--- config.mk ---
export PLATFORM = sky130hd
export DESIGN_NAME = eeprom_wctl
export DESIGN_NICKNAME = d
export VERILOG_FILES = /design/src/rtl/eew_pkg.sv /design/src/rtl/eew_regfile.sv /design/src/rtl/eew_pagebuf.sv /design/src/rtl/eew_busy.sv /design/src/rtl/eeprom_wctl.sv
export SDC_FILE = /design/constraint.sdc
export NUM_CORES = 2
export LEC_CHECK = 0
export ABC_AREA = 1
export BUFFER_PORTS_ARGS = -buffer_cell sky130_fd_sc_hd__buf_2
export CAP_MARGIN = 40
export CORE_ASPECT_RATIO = 1.75
export CORE_UTILIZATION = 44
export CTS_BUF_LIST = sky130_fd_sc_hd__clkbuf_16
export DETAILED_ROUTE_END_ITERATION = 12
export GPL_TIMING_DRIVEN = 0
export HOLD_SLACK_MARGIN = 0.02
export PLACE_DENSITY = 0.68
export SLEW_MARGIN = 20
export SYNTH_ARGS = -nofsm -noshare
export SYNTH_HDL_FRONTEND = slang
export SYNTH_SLANG_ARGS = --single-unit
--- constraint.sdc ---
create_clock -name clk -period 3 [get_ports clk]
set_input_delay 0.3 -clock clk [delete_from_list [all_inputs] [get_ports clk]]
set_output_delay 0.3 -clock clk [all_outputs]
set_load 0.01 [all_outputs]
--- src/rtl/eew_pkg.sv ---
package eew_pkg;
  typedef enum logic [1:0] {
    ST_IDLE  = 2'd0,
    ST_WADDR = 2'd1,
    ST_WDATA = 2'd2,
    ST_READ  = 2'd3
  } eew_state_e;
endpackage

--- src/rtl/eew_regfile.sv ---
module eew_regfile #(
  parameter int ADDR_W = 8,
  parameter int DATA_W = 8
) (
  input  logic              clk,
  input  logic              rst_n,
  input  logic              we,
  input  logic [ADDR_W-1:0] waddr,
  input  logic [DATA_W-1:0] wdata,
  input  logic [ADDR_W-1:0] raddr,
  output logic [DATA_W-1:0] rdata
);
  localparam int DEPTH = 1 << ADDR_W;

  logic [DATA_W-1:0] mem [DEPTH];

  always_ff @(posedge clk or negedge rst_n) begin
    if (!rst_n) begin
      for (int i = 0; i < DEPTH; i++) mem[i] <= '1;
    end else if (we) begin
      mem[waddr] <= wdata;
    end
  end

  assign rdata = mem[raddr];
endmodule

--- src/rtl/eew_pagebuf.sv ---
module eew_pagebuf #(
  parameter int PAGE_W = 4,
  parameter int DATA_W = 8
) (
  input  logic              clk,
  input  logic              rst_n,
  input  logic              clr,
  input  logic              load,
  input  logic [PAGE_W-1:0] lidx,
  input  logic [DATA_W-1:0] ldata,
  input  logic [PAGE_W-1:0] ridx,
  output logic [DATA_W-1:0] rdata,
  output logic              rvalid,
  output logic              any
);
  localparam int PAGE = 1 << PAGE_W;

  logic [DATA_W-1:0] slot  [PAGE];
  logic [PAGE-1:0]   vbits;

  always_ff @(posedge clk or negedge rst_n) begin
    if (!rst_n) begin
      vbits <= '0;
      for (int i = 0; i < PAGE; i++) slot[i] <= '0;
    end else if (clr) begin
      vbits <= '0;
    end else if (load) begin
      slot[lidx]  <= ldata;
      vbits[lidx] <= 1'b1;
    end
  end

  assign rdata  = slot[ridx];
  assign rvalid = vbits[ridx];
  assign any    = |vbits;
endmodule

--- src/rtl/eew_busy.sv ---
module eew_busy #(
  parameter int BUSY_CYCLES = 24,
  parameter int PAGE_W      = 4
) (
  input  logic              clk,
  input  logic              rst_n,
  input  logic              kick,
  output logic              busy,
  output logic              cmt_en,
  output logic [PAGE_W-1:0] cmt_idx
);
  localparam int CNT_W = $clog2(BUSY_CYCLES + 1);
  localparam logic [PAGE_W-1:0] LAST = '1;

  logic [CNT_W-1:0] cnt;

  always_ff @(posedge clk or negedge rst_n) begin
    if (!rst_n) begin
      cnt     <= '0;
      cmt_en  <= 1'b0;
      cmt_idx <= '0;
    end else if (kick) begin
      cnt     <= CNT_W'(BUSY_CYCLES);
      cmt_en  <= 1'b1;
      cmt_idx <= '0;
    end else begin
      if (cnt != '0) cnt <= cnt - CNT_W'(1);
      if (cmt_en) begin
        cmt_idx <= cmt_idx + PAGE_W'(1);
        if (cmt_idx == LAST) cmt_en <= 1'b0;
      end
    end
  end

  assign busy = (cnt != '0);
endmodule

--- src/rtl/eeprom_wctl.sv ---
module eeprom_wctl
  import eew_pkg::*;
#(
  parameter int ADDR_W      = 8,
  parameter int DATA_W      = 8,
  parameter int PAGE_W      = 4,
  parameter int BUSY_CYCLES = 24
) (
  input  logic              clk,
  input  logic              rst_n,
  input  logic              wp,
  input  logic              vlow,
  input  logic              bus_start,
  input  logic              bus_stop,
  input  logic              addr_valid,
  input  logic              addr_hit,
  input  logic              addr_rd,
  input  logic              wr_valid,
  input  logic [DATA_W-1:0] wr_data,
  output logic              wr_ready,
  output logic              rd_valid,
  input  logic              rd_ready,
  output logic [DATA_W-1:0] rd_data,
  output logic              ack_valid,
  output logic              ack,
  output logic              busy
);
  localparam int HI_W = ADDR_W - PAGE_W;

  eew_state_e        st;
  logic [ADDR_W-1:0] addr_q;
  logic              blk_q;

  logic              cmt_en;
  logic [PAGE_W-1:0] cmt_idx;
  logic [DATA_W-1:0] pb_rdata;
  logic              pb_rvalid, pb_any;

  logic data_slot, wr_take, rd_take, kick, pb_clr, pb_load;

  assign wr_ready  = !busy;
  assign rd_valid  = (st == ST_READ) && !busy;
  assign wr_take   = wr_valid && wr_ready;
  assign rd_take   = rd_valid && rd_ready;
  assign data_slot = !busy && !bus_start && !bus_stop && !addr_valid;
  assign pb_clr    = data_slot && wr_take && (st == ST_WADDR);
  assign pb_load   = data_slot && wr_take && (st == ST_WDATA);
  assign kick      = !busy && bus_stop && !bus_start && (st == ST_WDATA)
                     && pb_any && !blk_q && !wp && !vlow;

  always_ff @(posedge clk or negedge rst_n) begin
    if (!rst_n) begin
      st        <= ST_IDLE;
      addr_q    <= '0;
      blk_q     <= 1'b0;
      ack_valid <= 1'b0;
      ack       <= 1'b0;
    end else begin
      ack_valid <= 1'b0;
      if (busy) begin
        if (addr_valid) begin
          ack_valid <= 1'b1;
          ack       <= 1'b0;
        end
      end else if (bus_start || bus_stop) begin
        st <= ST_IDLE;
      end else if (addr_valid) begin
        ack_valid <= 1'b1;
        ack       <= addr_hit;
        if (!addr_hit)    st <= ST_IDLE;
        else if (addr_rd) st <= ST_READ;
        else              st <= ST_WADDR;
      end else begin
        if (wr_take) begin
          ack_valid <= 1'b1;
          case (st)
            ST_WADDR: begin
              addr_q <= wr_data[ADDR_W-1:0];
              blk_q  <= 1'b0;
              ack    <= 1'b1;
              st     <= ST_WDATA;
            end
            ST_WDATA: begin
              addr_q <= {addr_q[ADDR_W-1:PAGE_W], addr_q[PAGE_W-1:0] + PAGE_W'(1)};
              blk_q  <= blk_q | wp | vlow;
              ack    <= 1'b1;
            end
            default: ack <= 1'b0;
          endcase
        end
        if (rd_take) addr_q <= addr_q + ADDR_W'(1);
      end
    end
  end

  eew_busy #(.BUSY_CYCLES(BUSY_CYCLES), .PAGE_W(PAGE_W)) u_busy (
    .clk(clk), .rst_n(rst_n), .kick(kick),
    .busy(busy), .cmt_en(cmt_en), .cmt_idx(cmt_idx)
  );

  eew_pagebuf #(.PAGE_W(PAGE_W), .DATA_W(DATA_W)) u_pbuf (
    .clk(clk), .rst_n(rst_n), .clr(pb_clr), .load(pb_load),
    .lidx(addr_q[PAGE_W-1:0]), .ldata(wr_data),
    .ridx(cmt_idx), .rdata(pb_rdata), .rvalid(pb_rvalid), .any(pb_any)
  );

  logic [HI_W-1:0] page_hi;
  assign page_hi = addr_q[ADDR_W-1:PAGE_W];

  eew_regfile #(.ADDR_W(ADDR_W), .DATA_W(DATA_W)) u_array (
    .clk(clk), .rst_n(rst_n),
    .we(cmt_en && pb_rvalid), .waddr({page_hi, cmt_idx}), .wdata(pb_rdata),
    .raddr(addr_q), .rdata(rd_data)
  );
endmodule


==> flow_summary.ini <==
[run_status]
status = finished, violations left
violations = negative setup slack

[final_layout]
drive_gt1_share_pct = 26.8
final_cell_mix = 5410 x nand2_1, 2048 x dfstp_2, 1574 x o21ai_0
area_growth_pct = 17.2
fillers = 23800
layout.cells.non_filler = 18100
layout_commonest_cell = nand2_1
final_nets = 14700

[sta]
setup_ws_ns = -1.51
fin_crit_sh_pct = 150
finalSetupViolations = 564
worst_slew_pin_slew_ns = 0.952
max_freq_ghz = 0.222
tns_ns = -183.45
period_needed_ns = 4.51
rsz0062_at_grt = yes
final_max_slew_viol_count = 0
fin_skew_ns = 0.0596
relSlewSlack_pct = 36.6
hold_violations = 0

[clocking]
cts_tree = built
cts_root_buf = clkbuf_16
clk_pin_slew_worst_paths_ns = 0.07
cts_buffer_depth = 4
cts_buffers = 208
clock_sinks = 2215
h-tree-depth = 4
worstSkewPairLatency_ns = 0.95

[route]
wl_met2_mm = 220
via_count = 100000
wl_met3_mm = 40.9
first_pass_iters = 9
top_layer_used = met5
ant_nets = 0
drt_iter0_drc = 10300
avgRoutedWirePerCell_um = 26.1
viasPerCell = 5.52
wl_met1_mm = 148
remaining_drc_errors = 0
drt_wl_total_mm = 473

[floorplan]
die_h_um = 664
die_w_um = 380
dieArea_um2 = 253000
pin_count = 32
rows = 242
core-area_um2 = 249000
initial_core_util_pct = 44.3

[power_and_ir_drop]
power_frac_clock_pct = 36.6
power_density_nw_per_um2 = 584
switchingPower_mw = 26.1
p_int_mw = 49.3
peakVddDrop_v = 0.000775
p_leak_nw = 56.4
switching_share_pct = 34.6
combPwrFrac_pct = 22.9
p_seq_share_pct = 40.5

[grt]
grt_overflow = 0
grt_pass1_vias = 97100
grt.total_usage_pct = 36.7
grt_antenna_before_repair = 27
grt_pass1_wl_mm = 667
grt_max_degree = 140

[synth]
ys_ff_latch = 2215
ys_seq_area_share_pct = 52.6
synth_edf_count = 0
syn_inst = 14200
synthDistinctLibCells = 49
syn_nets = 14200
yosys-top-cells-area = dfstp_2 49%, nand2_1 19%, o21ai_0 7.8%
ys.flop_type = dfstp_2
syn_area_um2 = 110000
synth_area_leader_cell = dfstp_2
yosys_warnings = 0
yosys.area.top_type_share_pct = 48.8
syn_area_per_cell_um2 = 7.79
ys_async_sr_fraction_pct = 100

[worst_setup_path]
worstPathCellList = buf_12 -> clkbuf_16 -> buf_16 -> buf_8 -> o21ai_0 -> o21ai_1 -> nand2_1 -> nand2_1 -> o21ai_2 -> nand2_4 -> nor2_1 -> nor2_1 -> nor2_4 -> nand2_4 -> buf_2
crit_buf_inv = 5
r2r_cells = 6
max_stage_delay_ns = 0.50
required_ns = 2.70
critPathTopFamily = simple AND/OR/NAND/NOR gates
crit_slowest_cell = dfrtp_2
start_kind = flip-flop
path_depth = 15
critPathMaxFanout = 10
end_kind = output pin
cp.arrival_ns = 4.21
critPathKind = flip-flop to output pin

[placement]
dpl.cell_count = 17600
dp_hpwl_mm = 343
io_buffers = 23
gp_congestion = 1.09

[run]
cap_violations = 0

[min_path]
hold_depth = 3
holdCritPathClass = input pin to flip-flop
logic make-up (layout without fill, tap and decap cells):
kind of cell | Yosys count | count (layout) | share of synthesized area, %
AOI/OAI and AO/OA | 2947 | 2947 | 13.7
muxes | 10 | 10 | 0.0908
buffers and inverters | 2039 | 2699 | 8.11
xor gates and xnor gates | 7 | 7 | 0.0556
and+or+nand+nor | 6921 | 6921 | 25.3
DFF | 2215 | 2215 | 52.6
adders and majority gates | 13 | 13 | 0.148
other | 0 | 24 | 0
routing by layer:
| layer | GRT usage [%] | up-vias |
|---|---|---|
| met1 | 35.7 | 47700 |
| met4 | 41.0 | 6 |
| li1 | - | 45500 |
| met5 | 0 | - |
| met2 | 59.9 | 4930 |
| met3 | 9.73 | 2027 |
cells in the mapped netlist, types with 27 or more instances:
cell type,instances
nor2_4,27
nand2_1,5565
dfrtp_1,167
o21ai_1,899
o21ai_2,69
inv_1,1044
nand2_4,104
buf_1,35
nand2_2,38
nand3_1,348
buf_2,203
dfstp_2,2048
clkbuf_1,599
o21ai_0,1720
nor2_1,796
a21oi_1,210
buf_6,102
tightest hold or removal path, cell delays in order:
cell and delay [ns]:
clkbuf_1 0.36, a21oi_1 0.24, inv_1 0.05
power groups by stage:
stage               Sequential [mW]  Combinational (mW)  Clock [mW]
floorplan                      30.9                5.96           0
global placement               30.7                13.8           0
detailed placement             30.9                14.6           0
CTS                            30.5                15.3        27.6
global route                   30.5                17.4        28.6
finish                         30.5                17.2        27.6
path summary, 6_finish.rpt:
| check | startpoint | slack [ns] | endpoint |
|---|---|---|---|
| hold / removal | wr_data[1] | 0.04 | u_pbuf.slot[89]$_DFFE_PN0P_ |
| setup reg to reg | addr_q[4]$_DFFE_PN0P_ | -0.24 | u_array.mem[1547]$_DFFE_PN1P_ |
| min in group asynchronous | rst_n | 0.80 | u_array.mem[1090]$_DFFE_PN1P_ |
| max in group asynchronous | rst_n | -0.64 | u_array.mem[67]$_DFFE_PN1P_ |
| setup / recovery | addr_q[0]$_DFFE_PN0P_ | -1.51 | rd_data[0] |
| hold reg to reg | u_array.mem[347]$_DFFE_PN1P_ | 0.47 | u_array.mem[347]$_DFFE_PN1P_ |
metrics by stage:
| stage | utilization [%] | power (mW) | hold slack, ns | cell area (µm²) | setup slack (ns) |
|---|---|---|---|---|---|
| global placement | 46.0 | 44.5 | 0.455 | 114000 | -47.10 |
| CTS | 50.8 | 73.4 | 0.0212 | 126000 | -1.29 |
| global route | 51.9 | 76.5 | 0.0268 | 129000 | -1.39 |
| finish | 51.9 | 75.3 | 0.0360 | 129000 | -1.51 |
| detailed placement | 46.9 | 45.6 | 0.459 | 116000 | -2.94 |
| floorplan | - | 36.9 | 0.00441 | 110000 | 0.607 |
sequential cells by signal, indices dropped and copies added (netlist names):
| name | count |
|---|---|
| st | 2 |
| u_array.mem | 2048 |
| u_pbuf.slot | 128 |
| ack | 1 |
| blk_q | 1 |
| u_busy.cmt_en | 1 |
| addr_q | 8 |
| u_pbuf.vbits | 16 |
| u_busy.cmt_idx | 4 |
| ack_valid | 1 |
| u_busy.cnt | 5 |
what timing repair did:
| action | 4_1_cts | 5_1_grt |
|---|---|---|
| buffers inserted | 25 | 92 |
| cloned | 6 | 13 |
| pin swaps | 77 | 107 |
| setup endpoints to repair | 2175 | 2764 |
| gates resized for setup | 905 | 841 |
| endpoints found under the hold margin | 199 | 304 |
| hold buffers | 23 | 1 |
area by class of cell:
class	count	area (µm²)	area share, %
Antenna cell	24	60.1	0.0465
Tap cell	3294	4120	3.19
Sequential cell	2215	58000	44.9
Inverter	1054	3980	3.08
Multi-Input combinational cell	9898	44700	34.6
Clock inverter	158	1470	1.13
Clock buffer	211	5280	4.09
Buffer	955	7170	5.55
Timing Repair Buffer	321	4380	3.39
Note: power is estimated with default switching activity, not from simulation.
